`config.mk`:
```
export PLATFORM = sky130hd
export DESIGN_NAME = tone_ring_gen
export DESIGN_NICKNAME = d
export VERILOG_FILES = /design/src/rtl/tone_pkg.sv /design/src/rtl/tone_phase_acc.sv /design/src/rtl/tone_shape.sv /design/src/rtl/tone_level.sv /design/src/rtl/tone_ring_gen.sv
export SDC_FILE = /design/constraint.sdc
export NUM_CORES = 2
export LEC_CHECK = 0
export CORE_ASPECT_RATIO = 1.25
export CORE_MARGIN = 3
export CORE_UTILIZATION = 51
export CTS_BUF_LIST = sky130_fd_sc_hd__clkbuf_4 sky130_fd_sc_hd__clkbuf_8
export DETAILED_ROUTE_END_ITERATION = 10
export DONT_BUFFER_PORTS = 1
export PLACE_DENSITY = 0.62
export SLEW_MARGIN = 30
export SYNTH_ARGS = -nofsm -noshare
export SYNTH_HDL_FRONTEND = slang
export SYNTH_HIERARCHICAL = 1
export SYNTH_SLANG_ARGS = --single-unit
```
`constraint.sdc`:
```
create_clock -name clk -period 87.4 [get_ports clk]
set_clock_uncertainty 0.1 [all_clocks]
set_input_delay 4.37 -clock clk [delete_from_list [all_inputs] [get_ports clk]]
set_output_delay 4.37 -clock clk [all_outputs]
set_load 0.005 [all_outputs]
```
`src/rtl/tone_pkg.sv`:
```
`timescale 1ns/1ps
package tone_pkg;
    localparam int PHASE_W   = 11;
    localparam int FREQ_W    = 8;
    localparam int SAMPLE_W  = 14;
    localparam int LEVEL_W   = 4;
    localparam int LEVEL_MAX = 9;

    typedef enum logic [1:0] {
        RNG_FINE   = 2'd0,
        RNG_MID    = 2'd1,
        RNG_COARSE = 2'd2,
        RNG_ALIAS  = 2'd3
    } range_e;
endpackage

```
`src/rtl/tone_phase_acc.sv`:
```
`timescale 1ns/1ps
module tone_phase_acc
    import tone_pkg::*;
#(
    parameter int PHASE_BITS = PHASE_W,
    parameter int FREQ_BITS  = FREQ_W
) (
    input  logic                  clk,
    input  logic                  rst_n,
    input  logic                  tick_i,
    input  logic [FREQ_BITS-1:0]  freq_i,
    input  logic [1:0]            range_i,
    output logic [PHASE_BITS-1:0] phase_o
);
    typedef struct packed {
        logic [PHASE_BITS-1:0] phase;
    } acc_t;

    acc_t acc_d, acc_q;
    logic [PHASE_BITS-1:0] step;

    always_comb begin
        step = PHASE_BITS'(freq_i);
        case (range_e'(range_i))
            RNG_FINE: step = step;
            RNG_MID:  step = step << 1;
            default:  step = step << 2;
        endcase
        acc_d = acc_q;
        if (tick_i) begin
            acc_d.phase = acc_q.phase + step;
        end
    end

    always_ff @(posedge clk) begin
        if (!rst_n) begin
            acc_q <= '0;
        end else begin
            acc_q <= acc_d;
        end
    end

    assign phase_o = acc_q.phase;


    phase_hold_chk: assert property (@(posedge clk) disable iff (!rst_n)
        !tick_i |=> $stable(phase_o));
endmodule

```
`src/rtl/tone_shape.sv`:
```
`timescale 1ns/1ps
module tone_shape
    import tone_pkg::*;
#(
    parameter int PHASE_BITS  = PHASE_W,
    parameter int SAMPLE_BITS = SAMPLE_W
) (
    input  logic [PHASE_BITS-1:0]  phase_i,
    input  logic                   square_i,
    input  logic                   mute_i,
    output logic [SAMPLE_BITS-1:0] sample_o
);
    localparam int          HALF = 2 ** (PHASE_BITS - 1);
    localparam int          QB   = 15;
    localparam int          YSH  = 2 * (PHASE_BITS - 1) - (QB + 2);
    localparam logic [63:0] FS   = 64'(2 ** (SAMPLE_BITS - 1) - 1);
    localparam logic [63:0] CA   = 64'd25395;
    localparam logic [63:0] CB   = 64'd7373;

    logic [63:0] h_pos, par, y_q, corr, s_q, mag, mag_c;
    logic        neg_half;

    always_comb begin
        neg_half = phase_i[PHASE_BITS-1];
        h_pos    = 64'(phase_i[PHASE_BITS-2:0]);
        par      = h_pos * (64'(HALF) - h_pos);
        y_q      = par >> YSH;
        corr     = CA + ((CB * y_q) >> QB);
        s_q      = (y_q * corr) >> QB;
        mag      = (s_q * FS) >> QB;
        mag_c    = (mag > FS) ? FS : mag;
        if (mute_i) begin
            sample_o = '0;
        end else if (square_i) begin
            sample_o = neg_half ? -SAMPLE_BITS'(FS) : SAMPLE_BITS'(FS);
        end else begin
            sample_o = neg_half ? -SAMPLE_BITS'(mag_c) : SAMPLE_BITS'(mag_c);
        end
    end
endmodule

```
`src/rtl/tone_level.sv`:
```
`timescale 1ns/1ps
module tone_level
    import tone_pkg::*;
#(
    parameter int SAMPLE_BITS = SAMPLE_W,
    parameter int LEVEL_BITS  = LEVEL_W
) (
    input  logic [SAMPLE_BITS-1:0] sample_i,
    input  logic [LEVEL_BITS-1:0]  level_i,
    output logic [SAMPLE_BITS-1:0] sample_o
);
    localparam int       WW     = SAMPLE_BITS + 2;
    localparam int       KB     = 8;
    localparam logic [KB-1:0] ROOT_HALF = 8'b1011_0101;

    logic [LEVEL_BITS-1:0] lvl;
    logic signed [WW-1:0]  wide_in, base, acc;

    always_comb begin
        lvl     = (level_i > LEVEL_BITS'(LEVEL_MAX)) ? LEVEL_BITS'(LEVEL_MAX) : level_i;
        wide_in = WW'($signed(sample_i));
        base    = wide_in >>> lvl[LEVEL_BITS-1:1];
        if (lvl[0]) begin
            acc = '0;
            for (int i = 0; i < KB; i++) begin
                if (ROOT_HALF[KB-1-i]) begin
                    acc = acc + (base >>> (i + 1));
                end
            end
        end else begin
            acc = base;
        end
        sample_o = acc[SAMPLE_BITS-1:0];
    end
endmodule

```
`src/rtl/tone_ring_gen.sv`:
```
`timescale 1ns/1ps
module tone_ring_gen
    import tone_pkg::*;
#(
    parameter int PHASE_BITS  = PHASE_W,
    parameter int FREQ_BITS   = FREQ_W,
    parameter int SAMPLE_BITS = SAMPLE_W,
    parameter int LEVEL_BITS  = LEVEL_W
) (
    input  logic                   clk,
    input  logic                   rst_n,
    input  logic                   tick_i,
    input  logic [FREQ_BITS-1:0]   freq_a_i,
    input  logic [FREQ_BITS-1:0]   freq_b_i,
    input  logic [1:0]             range_i,
    input  logic                   square_i,
    input  logic                   dual_i,
    input  logic [LEVEL_BITS-1:0]  level_i,
    output logic [SAMPLE_BITS-1:0] sample_o,
    output logic                   valid_o
);
    localparam int NTONES = 2;
    localparam int MW     = SAMPLE_BITS + 1;
    localparam logic signed [SAMPLE_BITS-1:0] FS_POS = SAMPLE_BITS'(2 ** (SAMPLE_BITS - 1) - 1);
    localparam logic signed [SAMPLE_BITS-1:0] MOST_NEG = {1'b1, {(SAMPLE_BITS-1){1'b0}}};

    typedef struct packed {
        logic [SAMPLE_BITS-1:0] sample;
        logic                   valid;
    } out_t;

    logic [FREQ_BITS-1:0]   freq_arr  [NTONES];
    logic [PHASE_BITS-1:0]  phase_arr [NTONES];
    logic [SAMPLE_BITS-1:0] tone_arr  [NTONES];
    logic signed [MW-1:0]   mix_sum;
    logic [SAMPLE_BITS-1:0] mixed, leveled;
    out_t out_d, out_q;

    assign freq_arr[0] = freq_a_i;
    assign freq_arr[1] = freq_b_i;

    for (genvar t = 0; t < NTONES; t++) begin : g_tone
        tone_phase_acc #(
            .PHASE_BITS (PHASE_BITS),
            .FREQ_BITS  (FREQ_BITS)
        ) u_acc (
            .clk     (clk),
            .rst_n   (rst_n),
            .tick_i  (tick_i),
            .freq_i  (freq_arr[t]),
            .range_i (range_i),
            .phase_o (phase_arr[t])
        );

        tone_shape #(
            .PHASE_BITS  (PHASE_BITS),
            .SAMPLE_BITS (SAMPLE_BITS)
        ) u_shape (
            .phase_i  (phase_arr[t]),
            .square_i (square_i),
            .mute_i   (freq_arr[t] == '0),
            .sample_o (tone_arr[t])
        );
    end

    always_comb begin
        mix_sum = MW'($signed(tone_arr[0])) + MW'($signed(tone_arr[1]));
        mixed   = dual_i ? mix_sum[MW-1:1] : tone_arr[0];
    end

    tone_level #(
        .SAMPLE_BITS (SAMPLE_BITS),
        .LEVEL_BITS  (LEVEL_BITS)
    ) u_level (
        .sample_i (mixed),
        .level_i  (level_i),
        .sample_o (leveled)
    );

    always_comb begin
        out_d       = out_q;
        out_d.valid = tick_i;
        if (tick_i) begin
            out_d.sample = leveled;
        end
    end

    always_ff @(posedge clk) begin
        if (!rst_n) begin
            out_q <= '0;
        end else begin
            out_q <= out_d;
        end
    end

    assign sample_o = out_q.sample;
    assign valid_o  = out_q.valid;


    valid_after_tick_chk: assert property (@(posedge clk) disable iff (!rst_n)
        valid_o |-> $past(tick_i));


    sample_hold_chk: assert property (@(posedge clk) disable iff (!rst_n)
        !tick_i |=> $stable(sample_o));


    mute_zero_chk: assert property (@(posedge clk) disable iff (!rst_n)
        (tick_i && !dual_i && freq_a_i == '0) |=> (sample_o == '0));


    square_full_chk: assert property (@(posedge clk) disable iff (!rst_n)
        (tick_i && square_i && !dual_i && level_i == '0 && freq_a_i != '0)
        |=> ($signed(sample_o) == FS_POS || $signed(sample_o) == -FS_POS));


    no_overflow_chk: assert property (@(posedge clk) disable iff (!rst_n)
        valid_o |-> (sample_o != MOST_NEG));
endmodule

```
==> metrics.csv <==
stage;metric;value;unit
status;run_status;complete, but fails checks;
status;failed_checks;max-slew violations;
clock_tree;clock_tree_from_tritoncts;done;
min_path;min_path_type;flip-flop to flip-flop;
critical_path;r2r_start;g_tone[0].u_acc/phase_o[0]$_SDFFE_PN0P_;
route;routed-via-count;90300;
logic_synthesis;cells_taking_the_most_area_after_synthesis;sky130_fd_sc_hd__fa_1 (52%), sky130_fd_sc_hd__inv_1 (12%), sky130_fd_sc_hd__ha_1 (11%);
clock_tree;cts.repair.resized;0;
clock_tree;clock_sink_count;37;
logic_synthesis;yosys_warnings;6;
logic_synthesis;post_synthesis_simple_gate_area_fraction;10.6;%
floorplanning;die_height;564;µm
clock_tree;post_cts_hold_buffer_count;0;
grt;pin_count_of_the_biggest_net_entering_global_routing;143;
final_layout;syn2layout_area_growth;3.10;%
final_layout;fin_nets;18200;
critical_path;critical_path.startpoint_type;flip-flop;
clock_tree;clock_latency;350;ps
logic_synthesis;muxShareOfSynthArea;0.879;%
critical_path;crit_path_max_incr_delay;690;ps
grt;first_global_vias;98800;
floorplanning;placement_rows;204;
critical_path;setup.worst_path.end_class;flip-flop;
timing;final-max-slew-violation-count;459;
final_layout;mostFrequentLayoutCells;sky130_fd_sc_hd__inv_1 (4,171), sky130_fd_sc_hd__fa_1 (3,318), sky130_fd_sc_hd__ha_1 (1,142), sky130_fd_sc_hd__nand2_1 (1,043), sky130_fd_sc_hd__nor2_1 (808);
timing;final.period_utilization;44.8;%
clock_tree;max-clock-path-buffers;2;
timing;grt_setup_unrepaired;false;
logic_synthesis;dominant_combinational_cell_family_by_area_after_synthesis;adder cells;
logic_synthesis;synthXorXnorAreaFrac;3.51;%
logic_synthesis;synth_compound_area_share;6.92;%
critical_path;r2r_cells;140;
route;drt_first_pass_iters;5;
logic_synthesis;unique_cell_type_count_in_the_yosys_netlist;139;
timing;finalSetupTns;0;ps
logic_synthesis;synth_fa_ha_area_share;63.7;%
logic_synthesis;synth_top_cell_by_area;sky130_fd_sc_hd__fa_1;
clock_tree;cts_root_buffer;sky130_fd_sc_hd__clkbuf_8;
logic_synthesis;sequential_fraction_of_the_synthesis_area;0.583;%
route;detail_route.wirelength;347000;µm
grt;number_of_antenna_violations_at_the_first_check_in_global_routing;2;
clock_tree;postCtsSetupBuffers;0;
min_path;min_from;sample_o[6]$_SDFFE_PN0P_;
logic_synthesis;synthFlopType;sky130_fd_sc_hd__dfxtp_1;
critical_path;worstReg2RegEnd;sample_o[13]$_SDFFE_PN0P_;
timing;fmax;25.5;MHz
grt;grt_pass1_wl;560000;µm
timing;final_hold_viol_count;0;
logic_synthesis;synth-async-reset-ratio;0;%
clock_tree;clk_pin_slew;90;ps
final_layout;final_common_cell;sky130_fd_sc_hd__inv_1;
route;drc;0;
grt;grt_overflow_total;0;
timing;max_slew_margin;-789;%
logic_synthesis;post_synthesis_sequential_element_count;37;
logic_synthesis;post_synth_inst_count;13900;
run;cap_violations;0;
floorplanning;chipWidth;452;µm
placement;place.port_buffers;0;
logic_synthesis;synth_edf_count;0;
route;viasPerCell;5.32;
final_layout;final_layout_size_suffix_gt1_share;2.76;%
logic_synthesis;netlist.area_leader.share;52.3;%
critical_path;critical_path_peak_fanout;25;
min_path;hold_path_depth;2;
route;routed_antenna_nets;0;
logic_synthesis;netlist_area;0.127;mm²
critical_path;critPathKind;flip-flop to flip-flop;
placement;dp_hpwl;296000;µm
critical_path;r2r_setup_slack;48210;ps
timing;fin_crit;39190;ps
grt;globalRouteTotalUtil;28.3;%
placement;gpl.final_weighted_congestion;0.914;
floorplanning;io_pins;42;
critical_path;cp_max_delay_cell;sky130_fd_sc_hd__dfxtp_1;
floorplanning;core;0.248;mm²
clock_tree;cts-htree-levels;2;
route;drt_first_iter_violations;4912;
floorplanning;fp.dieArea;0.255;mm²
timing;worst_pin_slew;13220;ps
min_path;worstHoldEndpoint;sample_o[6]$_SDFFE_PN0P_;
logic_synthesis;syn_area_per_cell;9.13;µm²
critical_path;critical_path_arrival;39330;ps
route;wl_per_cell;20.5;µm
clock_tree;total_cts_buffers;5;
critical_path;timing.critical_path.required;87540;ps
floorplanning;initial_utilization;51.3;%
timing;final-setup-viol-count;0;
==> critical path, delay by kind of cell (launching register included) <==
family | cells | cell delay [ps]
compound gates | 40 | 9030
xor+xnor | 9 | 2400
fa+ha+maj | 36 | 15200
buf+inv | 24 | 3340
flops | 1 | 690
mux | 6 | 1890
simple gates | 25 | 6400
==> flip-flops by register name, indices dropped and copies added, names as in the netlist <==
name and flops:
g_tone.u_acc/phase_o 22, sample_o 14, valid_o 1
==> kinds of logic after synthesis <==
family | Yosys count
flip-flops | 37
AND/OR/NAND/NOR | 2884
adder cells (fa/ha/maj) | 4488
XOR/XNOR | 477
multiplexers | 102
other | 4
AO/OA/AOI/OAI | 1315
buffers and inverters | 4609
==> cell usage after synthesis (57+ instances only) <==
library cell,number
sky130_fd_sc_hd__a21o_1,162
sky130_fd_sc_hd__a21oi_1,392
sky130_fd_sc_hd__and2_1,171
sky130_fd_sc_hd__buf_2,57
sky130_fd_sc_hd__clkbuf_1,293
sky130_fd_sc_hd__fa_1,3318
sky130_fd_sc_hd__ha_1,1142
sky130_fd_sc_hd__inv_1,4173
sky130_fd_sc_hd__mux2i_1,78
sky130_fd_sc_hd__nand2_1,1043
sky130_fd_sc_hd__nand2b_1,145
sky130_fd_sc_hd__nand3_1,108
sky130_fd_sc_hd__nand4_1,65
sky130_fd_sc_hd__nor2_1,811
sky130_fd_sc_hd__nor2b_1,128
sky130_fd_sc_hd__nor3_1,94
sky130_fd_sc_hd__o21ai_0,231
sky130_fd_sc_hd__xnor2_1,312
sky130_fd_sc_hd__xor2_1,141
==> metal layers <==
layer / routed length [µm] / share of wire [%] / vias up / track usage [%]
met5: 0 / 0 / - / 0
met4: 18300 / 5.3 / 0 / 11.6
met3: 15400 / 4.4 / 675 / 2.49
met2: 182000 / 52 / 2308 / 51.1
met1: 132000 / 38 / 46700 / 34.9
li1: - / - / 40600 / -
==> per-stage QoR <==
stage                     worst slack [ps]  instances  area (µm²)  hold WS [ps]  utilization, %
after floorplan                      54360      14000      127000           345               -
after global placement               47740      17000      131000           429            52.9
after detailed placement             47840      17000      131000           439            52.9
after CTS                            47680      17000      131000           455            52.9
after global routing                 46050      17000      131000           494            52.9
final                                48210      17000      131000           451            52.9
==> layout make-up <==
| cell class | count | area [µm²] |
|---|---|---|
| clock buffer | 7 | 90.1 |
| multi-input combinational | 9316 | 109000 |
| tap | 3296 | 4120 |
| inverter | 4207 | 15800 |
| sequential | 37 | 741 |
| timing repair buffer | 115 | 863 |
| antenna | 1 | 2.50 |
| fill | 23400 | 117000 |
==> how the worst max path moves through the flow <==
stage	start	endpoint	slack [ps]
floorplan	g_tone[1].u_acc/phase_o[1]$_SDFFE_PN0P_	sample_o[13]$_SDFFE_PN0P_	54360
detailed placement	g_tone[0].u_acc/phase_o[0]$_SDFFE_PN0P_	sample_o[13]$_SDFFE_PN0P_	47840
global placement	g_tone[0].u_acc/phase_o[0]$_SDFFE_PN0P_	sample_o[13]$_SDFFE_PN0P_	47740
global route	g_tone[0].u_acc/phase_o[0]$_SDFFE_PN0P_	sample_o[13]$_SDFFE_PN0P_	46050
finish	g_tone[0].u_acc/phase_o[0]$_SDFFE_PN0P_	sample_o[13]$_SDFFE_PN0P_	48210
CTS	g_tone[0].u_acc/phase_o[0]$_SDFFE_PN0P_	sample_o[13]$_SDFFE_PN0P_	47680
Power is not shown: default switching activity piles up to over one toggle a cycle in this logic, so the estimate is an artifact.
